File: config.mk
export PLATFORM = sky130hd
export DESIGN_NAME = txeq_fir3
export DESIGN_NICKNAME = d
export VERILOG_FILES = /design/src/rtl/txeq_pkg.sv /design/src/rtl/txeq_delay_line.sv /design/src/rtl/txeq_coef_sel.sv /design/src/rtl/txeq_tap_sum.sv /design/src/rtl/txeq_fir3.sv
export SDC_FILE = /design/constraint.sdc
export NUM_CORES = 1
export LEC_CHECK = 0
export ABC_AREA = 0
export ABC_CLOCK_PERIOD_IN_PS = 4600
export CORE_MARGIN = 1.5
export CORE_UTILIZATION = 64
export CTS_CLUSTER_DIAMETER = 40
export CTS_CLUSTER_SIZE = 24
export DETAILED_ROUTE_END_ITERATION = 7
export DONT_BUFFER_PORTS = 1
export PLACE_DENSITY = 0.8
export REMOVE_ABC_BUFFERS = 1
export SETUP_SLACK_MARGIN = 0.15
export SYNTH_ARGS = -nofsm -noshare
export SYNTH_HDL_FRONTEND = slang
export SYNTH_HIERARCHICAL = 1
export SYNTH_SLANG_ARGS = --single-unit
File: constraint.sdc
create_clock -name clk -period 4.6 [get_ports clk]
set_input_delay 0 -clock clk [delete_from_list [all_inputs] [get_ports clk]]
set_output_delay 0 -clock clk [all_outputs]
set_load 0.01 [all_outputs]
File: src/rtl/txeq_pkg.sv
package txeq_pkg;

    typedef enum logic [0:0] {
        SRC_PRESET = 1'b0,
        SRC_DIRECT = 1'b1
    } txeq_src_e;

    // Pre-cursor ratio in thousandths of full swing, by preset index
    function automatic int unsigned pre_milli(input int unsigned idx);
        case (idx)
            5:       return 100;
            6:       return 125;
            7:       return 100;
            8:       return 125;
            9:       return 167;
            default: return 0;
        endcase
    endfunction

    // Post-cursor ratio in thousandths of full swing, by preset index
    function automatic int unsigned post_milli(input int unsigned idx);
        case (idx)
            0:       return 250;
            1:       return 167;
            2:       return 200;
            3:       return 125;
            7:       return 200;
            8:       return 125;
            default: return 0;
        endcase
    endfunction

    function automatic int unsigned milli_to_units(input int unsigned milli,
                                                   input int unsigned fs);
        return (milli * fs + 500) / 1000;
    endfunction

endpackage

File: src/rtl/txeq_delay_line.sv
module txeq_delay_line #(
    parameter int DEPTH = 2
) (
    input  logic             clk,
    input  logic             rst_n,
    input  logic             shift_en,
    input  logic             bit_in,
    output logic [DEPTH-1:0] taps
);

    logic [DEPTH-1:0] line_q;

    // bit value 0 stands for a -1 symbol
    generate
        for (genvar g = 0; g < DEPTH; g++) begin : g_stage
            if (g == 0) begin : g_head
                always_ff @(posedge clk or negedge rst_n) begin
                    if (!rst_n)        line_q[g] <= 1'b0;
                    else if (shift_en) line_q[g] <= bit_in;
                end
            end else begin : g_body
                always_ff @(posedge clk or negedge rst_n) begin
                    if (!rst_n)        line_q[g] <= 1'b0;
                    else if (shift_en) line_q[g] <= line_q[g-1];
                end
            end
        end
    endgenerate

    assign taps = line_q;

    // each stage takes the previous content of its neighbour
    a_r2_shift_order: assert property (@(posedge clk) disable iff (!rst_n)
        shift_en |=> (taps[0] == $past(bit_in)));

endmodule

File: src/rtl/txeq_coef_sel.sv
module txeq_coef_sel
    import txeq_pkg::*;
#(
    parameter int FS_W  = 6,
    parameter int FS    = 24,
    parameter int LF    = 8,
    parameter int IDX_W = 4,
    parameter int NUM_DEFINED = 11
) (
    input  logic             clk,
    input  logic             rst_n,
    input  logic             sym_stb,
    input  logic             use_preset,
    input  logic [IDX_W-1:0] preset_sel,
    input  logic [FS_W-1:0]  dir_pre,
    input  logic [FS_W-1:0]  dir_cur,
    input  logic [FS_W-1:0]  dir_post,
    output logic [FS_W-1:0]  eff_pre,
    output logic [FS_W-1:0]  eff_cur,
    output logic [FS_W-1:0]  eff_post,
    output logic             bad_preset
);

    localparam int NUM_IDX   = 2 ** IDX_W;
    localparam int LF_INDEX  = NUM_DEFINED - 1;
    localparam int SUM_W     = FS_W + 2;

    logic [FS_W-1:0] tbl_pre  [NUM_IDX];
    logic [FS_W-1:0] tbl_cur  [NUM_IDX];
    logic [FS_W-1:0] tbl_post [NUM_IDX];

    generate
        for (genvar g = 0; g < NUM_IDX; g++) begin : g_tbl
            localparam int PRE_V  = (g >= LF_INDEX) ? 0 :
                                    int'(milli_to_units(pre_milli(g), FS));
            localparam int POST_V = (g > LF_INDEX)  ? 0 :
                                    (g == LF_INDEX) ? (FS - LF) / 2 :
                                    int'(milli_to_units(post_milli(g), FS));
            localparam int CUR_V  = (g > LF_INDEX) ? 0 : FS - PRE_V - POST_V;
            assign tbl_pre[g]  = FS_W'(PRE_V);
            assign tbl_cur[g]  = FS_W'(CUR_V);
            assign tbl_post[g] = FS_W'(POST_V);
        end
    endgenerate

    txeq_src_e       state_q, state_d;
    logic [FS_W-1:0] pre_q, cur_q, post_q;
    logic            bad_q;
    logic            idx_ok;
    logic            take_new;

    assign idx_ok   = (int'(preset_sel) < NUM_DEFINED);
    assign take_new = sym_stb && (!use_preset || idx_ok);

    // next-state process
    always_comb begin
        state_d = state_q;
        if (take_new) begin
            unique case (state_q)
                SRC_PRESET: if (!use_preset) state_d = SRC_DIRECT;  // to_direct
                SRC_DIRECT: if (use_preset)  state_d = SRC_PRESET;  // to_preset
                default:    state_d = SRC_PRESET;
            endcase
        end
    end

    // state register
    always_ff @(posedge clk or negedge rst_n) begin
        if (!rst_n) state_q <= SRC_PRESET;
        else        state_q <= state_d;
    end

    // output process: weights in force for this boundary
    always_comb begin
        eff_pre  = pre_q;
        eff_cur  = cur_q;
        eff_post = post_q;
        if (take_new) begin
            unique case (state_d)
                SRC_PRESET: begin
                    eff_pre  = tbl_pre[preset_sel];
                    eff_cur  = tbl_cur[preset_sel];
                    eff_post = tbl_post[preset_sel];
                end
                SRC_DIRECT: begin
                    eff_pre  = dir_pre;
                    eff_cur  = dir_cur;
                    eff_post = dir_post;
                end
                default: ;
            endcase
        end
    end

    always_ff @(posedge clk or negedge rst_n) begin
        if (!rst_n) begin
            pre_q  <= '0;
            cur_q  <= FS_W'(FS);
            post_q <= '0;
            bad_q  <= 1'b0;
        end else begin
            pre_q  <= eff_pre;
            cur_q  <= eff_cur;
            post_q <= eff_post;
            bad_q  <= sym_stb && use_preset && !idx_ok;
        end
    end

    assign bad_preset = bad_q;

    // preset weights always span the full swing
    a_r3_preset_sum: assert property (@(posedge clk) disable iff (!rst_n)
        (state_q == SRC_PRESET) |->
        (SUM_W'(pre_q) + SUM_W'(cur_q) + SUM_W'(post_q) == SUM_W'(FS)));

    // a reserved request keeps weights and source
    a_r5_keep_coefs: assert property (@(posedge clk) disable iff (!rst_n)
        (sym_stb && use_preset && !idx_ok) |=>
        ($stable(pre_q) && $stable(cur_q) && $stable(post_q) && $stable(state_q)));

    // nothing moves without a strobe
    a_r7_no_strobe_hold: assert property (@(posedge clk) disable iff (!rst_n)
        !sym_stb |=> ($stable(pre_q) && $stable(state_q) && !bad_preset));

endmodule

File: src/rtl/txeq_tap_sum.sv
module txeq_tap_sum #(
    parameter int FS_W  = 6,
    parameter int OUT_W = FS_W + 3
) (
    input  logic                    sym_new,
    input  logic                    sym_mid,
    input  logic                    sym_old,
    input  logic [FS_W-1:0]         w_pre,
    input  logic [FS_W-1:0]         w_cur,
    input  logic [FS_W-1:0]         w_post,
    output logic signed [OUT_W-1:0] level
);

    localparam int PAD = OUT_W - FS_W;

    logic signed [OUT_W-1:0] pre_s, cur_s, post_s;
    logic signed [OUT_W-1:0] t_pre, t_cur, t_post;

    always_comb begin
        pre_s  = $signed({{PAD{1'b0}}, w_pre});
        cur_s  = $signed({{PAD{1'b0}}, w_cur});
        post_s = $signed({{PAD{1'b0}}, w_post});
        // side taps carry a negative weight
        t_pre  = sym_new ? -pre_s  : pre_s;
        t_cur  = sym_mid ?  cur_s  : -cur_s;
        t_post = sym_old ? -post_s : post_s;
        level  = t_pre + t_cur + t_post;
    end

endmodule

File: src/rtl/txeq_fir3.sv
module txeq_fir3
    import txeq_pkg::*;
#(
    parameter int FS_W = 6,
    parameter int FS   = 24,
    parameter int LF   = 8,
    parameter int OUT_W = FS_W + 3
) (
    input  logic                    clk,
    input  logic                    rst_n,
    input  logic                    sym_stb,
    input  logic                    sym_bit,
    input  logic                    use_preset,
    input  logic [3:0]              preset_sel,
    input  logic [FS_W-1:0]         pre_mag,
    input  logic [FS_W-1:0]         cur_mag,
    input  logic [FS_W-1:0]         post_mag,
    output logic signed [OUT_W-1:0] drive_lvl,
    output logic                    drive_vld,
    output logic                    preset_bad
);

    localparam int HIST = 2;

    logic [HIST-1:0]         hist;
    logic [FS_W-1:0]         w_pre, w_cur, w_post;
    logic signed [OUT_W-1:0] level_c;
    logic signed [OUT_W-1:0] lvl_q;
    logic                    vld_q;

    txeq_coef_sel #(
        .FS_W(FS_W), .FS(FS), .LF(LF), .IDX_W(4), .NUM_DEFINED(11)
    ) coef_i (
        .clk(clk), .rst_n(rst_n), .sym_stb(sym_stb),
        .use_preset(use_preset), .preset_sel(preset_sel),
        .dir_pre(pre_mag), .dir_cur(cur_mag), .dir_post(post_mag),
        .eff_pre(w_pre), .eff_cur(w_cur), .eff_post(w_post),
        .bad_preset(preset_bad)
    );

    txeq_delay_line #(.DEPTH(HIST)) line_i (
        .clk(clk), .rst_n(rst_n), .shift_en(sym_stb),
        .bit_in(sym_bit), .taps(hist)
    );

    txeq_tap_sum #(.FS_W(FS_W), .OUT_W(OUT_W)) sum_i (
        .sym_new(sym_bit), .sym_mid(hist[0]), .sym_old(hist[1]),
        .w_pre(w_pre), .w_cur(w_cur), .w_post(w_post),
        .level(level_c)
    );

    always_ff @(posedge clk or negedge rst_n) begin
        if (!rst_n) begin
            lvl_q <= '0;
            vld_q <= 1'b0;
        end else begin
            vld_q <= sym_stb;
            if (sym_stb) lvl_q <= level_c;
        end
    end

    assign drive_lvl = lvl_q;
    assign drive_vld = vld_q;

    // one valid cycle per strobe
    a_r2_vld_follows: assert property (@(posedge clk) disable iff (!rst_n)
        sym_stb |=> drive_vld);

    // level frozen between strobes
    a_r7_hold_level: assert property (@(posedge clk) disable iff (!rst_n)
        !sym_stb |=> ($stable(drive_lvl) && !drive_vld));

endmodule

==> results.md <==
* Final Cycle Share at 91.7%
* # DRC at 0
* Synth unique cells at 42
* Sw Pwr at 0.000534 W
* Delay-heaviest family, CP: adder cells
* Finished Core Util at 74.6%
* Post-DP HPWL at 3570 um
* Sequential area share after synthesis at 32.6%
* DR pass1 iterations at 4
* WP data required at 4.77 ns
* CTS tree: yes
* Final Max Slew Viols at 0
* Die Width at 65.0 um
* Global Route Usage Sum at 26.4%
* Post-synth EDFFs at 0
* Yosys warns at 6
* Initial antenna violation count at 0
* Buf/Inv on CP at 4
* HP Class: primary input to flip-flop
* Area growth, synth to finish at 11.7%
* Share of layout cells above drive strength 1 at 12.8%
* Die Span Y at 65.0 um
* VDD IR max at 313 uV
* Max_cap viols at 0
* Mapped cell area at 2460 um2
* H-tree depth at 2
* Routability Congestion at 0.860
* Crit-path slowest cell: fa_1
* Setup Crit Path Kind: flip-flop to flip-flop
* Ant diodes at 0
* Root Buffer: clkbuf_8
* Port Buffer Count at 0
* Int Pwr at 0.000894 W
* RSZ-0062 raised after global routing: false
* Slew headroom at 39.7%
* Vias in the first global route at 1862
* Wirelength per Cell at 15.4 um
* Initial Util at 66.8%
* PwrDens at 519 nW/um2
* Setup-violating endpoint count in the final report at 0
* Hold Fails Final Rpt at 0
* Gate Count Post-Synth at 257
* First-pass GRT wire length at 8370 um
* Gr ovfl total at 0
* Slew @ Worst Pin at 0.899 ns
* Most common cell after layout, fill and taps aside: nand2_1
* Most frequent cells in the layout: 36 x nand2_1, 30 x inv_1, 30 x dfrtp_1, 16 x ha_1, 16 x dlygate4sd3_1
* Via count at 1837
* Top_reg_cell synth: dfrtp_1
* Standard-cell rows at 22
* Clock network power share at 14.6%
* Max stage delay on crit path at 0.59 ns
* Sink Count at 32
* Combinational power share at 56.6%
* Core area at 3690 um2
* Worst skew pair latency at 0.29 ns
* Clock Pin Slew Worst Setup and Hold Paths at 0.07 ns
* Achievable Freq at 237 MHz
* Worst EP arrival at 4.39 ns
* LEAKAGE at 1.33 nW
* Vias/cell at 5.70
* Final Critical Period at 4.22 ns
* Fin nets at 326
* Largest net degree at the start of global routing at 33
* Post-synth ARST share at 100%
* Crit end category: flip-flop
* Sw Share at 37.4%
* Die ar. at 4230 um2
* CP max FO at 8
* Cell Chain, Critical Path: nor2b_1 > a211oi_4 > buf_4 > o22ai_1 > o21ai_1 > inv_1 > ha_1 > nor2_1 > xnor2_1 > fa_1 > inv_1 > ha_1 > a21o_1 > a21oi_2 > xnor2_1 > mux2_4 > dlygate4sd3_1
* Setup skew after layout at 0.00300 ns
* Dpl cells at 297
* WL final at 4950 um
* Max Root-Sink Buffers at 2
* Avg Inst Size Synth at 9.58 um2
* Fin Setup TNS at 0 ns
* Status: completed
* Synth Register Bits at 32
* Startpoint types: flip-flop
* DRT iter0 DRCs at 174
* Cts bufs inserted at 5
* Number of top-level pins at 38
* Sequential power share at 28.8%
* Power Total at 0.00143 W
* Antenna Nets Post-Route at 0
* Final cell count without fillers at 322
per-stage QoR:
| step | setup WS [ns] | hold slack (ns) | area [um2] |
|---|---|---|---|
| global placement | 0.329 | -0.295 | 2480 |
| global route | 0.148 | 0.0268 | 2750 |
| detailed placement | 0.184 | -0.295 | 2480 |
| finish | 0.380 | 0.0176 | 2750 |
| CTS | 0.205 | 0.00271 | 2740 |
| floorplan | -0.354 | -0.296 | 2410 |
cell type report:
class | count | area [um2]
inverters | 30 | 113
fillers | 282 | 938
well taps | 48 | 60.1
flip-flops and latches | 32 | 803
clock buffers | 5 | 68.8
clock inverters | 2 | 12.5
multi-input cells | 186 | 1500
repair buffers | 19 | 195
routing by layer:
metal	track usage, %	wire, um	vias up	share of wire [%]
li1	-	-	896	-
met1	33.7	2290	892	46
met2	44.3	2360	41	48
met3	5.56	215	8	4.3
met4	9.90	81	0	1.6
met5	0	0	-	0
power groups by stage:
stage	clock network [W]	logic [W]	registers, W
2_1_floorplan	0	0.000613	0.000405
6_report	0.000208	0.000808	0.000412
3_5_place_dp	0	0.000712	0.000417
5_1_grt	0.000222	0.000901	0.000419
3_3_place_gp	0	0.000691	0.000415
4_1_cts	0.000214	0.000798	0.000412
logic make-up (layout without fill, tap and decap cells):
family,Yosys count,in the layout,synth area share [%]
mux,17,17,8.84
flops,32,32,32.6
xor+xnor,20,20,7.67
compound gates,47,47,14.3
buf+inv,39,56,6.56
simple gates,77,77,14.5
fa+ha+maj,25,25,15.4
path summary, 6_finish.rpt:
path | start | endpoint | slack (ns) | cells after the start
setup / recovery | coef_i/state_q | drive_lvl[4] | 0.38 | 17
hold / removal | post_mag[5] | coef_i/post_q[5] | 0.02 | 2
setup reg to reg | coef_i/state_q | drive_lvl[4] | 0.38 | 17
hold reg to reg | coef_i/pre_q[0] | coef_i/pre_q[0] | 0.50 | 2
max in group asynchronous | rst_n | coef_i/cur_q[4] | 4.21 | 2
min in group asynchronous | rst_n | coef_i/pre_q[2] | 0.15 | 2
state kept, by name, summed over array words and instances (netlist names):
signal and flops:
coef_i/bad_preset 1, drive_lvl 9, drive_vld 1, line_i/taps 2
coef_i/state_q 1, coef_i/pre_q 6, coef_i/post_q 6, coef_i/cur_q 6
synthesized netlist by cell type, drive strengths merged (2+ instances only):
library cell | count | area (um2)
or2 | 3 | 18.8
o22ai | 4 | 25.0
o21ai | 13 | 68.8
clkbuf | 2 | 7.51
nand2 | 37 | 141
dfstp | 2 | 52.6
buf | 7 | 41.3
nor3b | 2 | 15.0
dfrtp | 30 | 751
xor2 | 6 | 52.6
inv | 30 | 113
nand3 | 8 | 40.0
fa | 9 | 180
xnor2 | 13 | 114
a21oi | 13 | 68.8
nor2b | 6 | 37.5
mux2 | 11 | 158
nor2 | 12 | 47.6
o31ai | 9 | 114
nor3 | 5 | 25.0
ha | 16 | 200
mux2i | 6 | 60.1
a21o | 2 | 15.0
repair_timing:
action | in CTS | in global routing
resized for setup | 0 | 4
hold endpoints to repair | 51 | 0
hold buffers | 17 | 0
setup endpoints to repair | 0 | 6
buffers inserted | 0 | 1
Note: power is estimated with default switching activity, not from simulation.
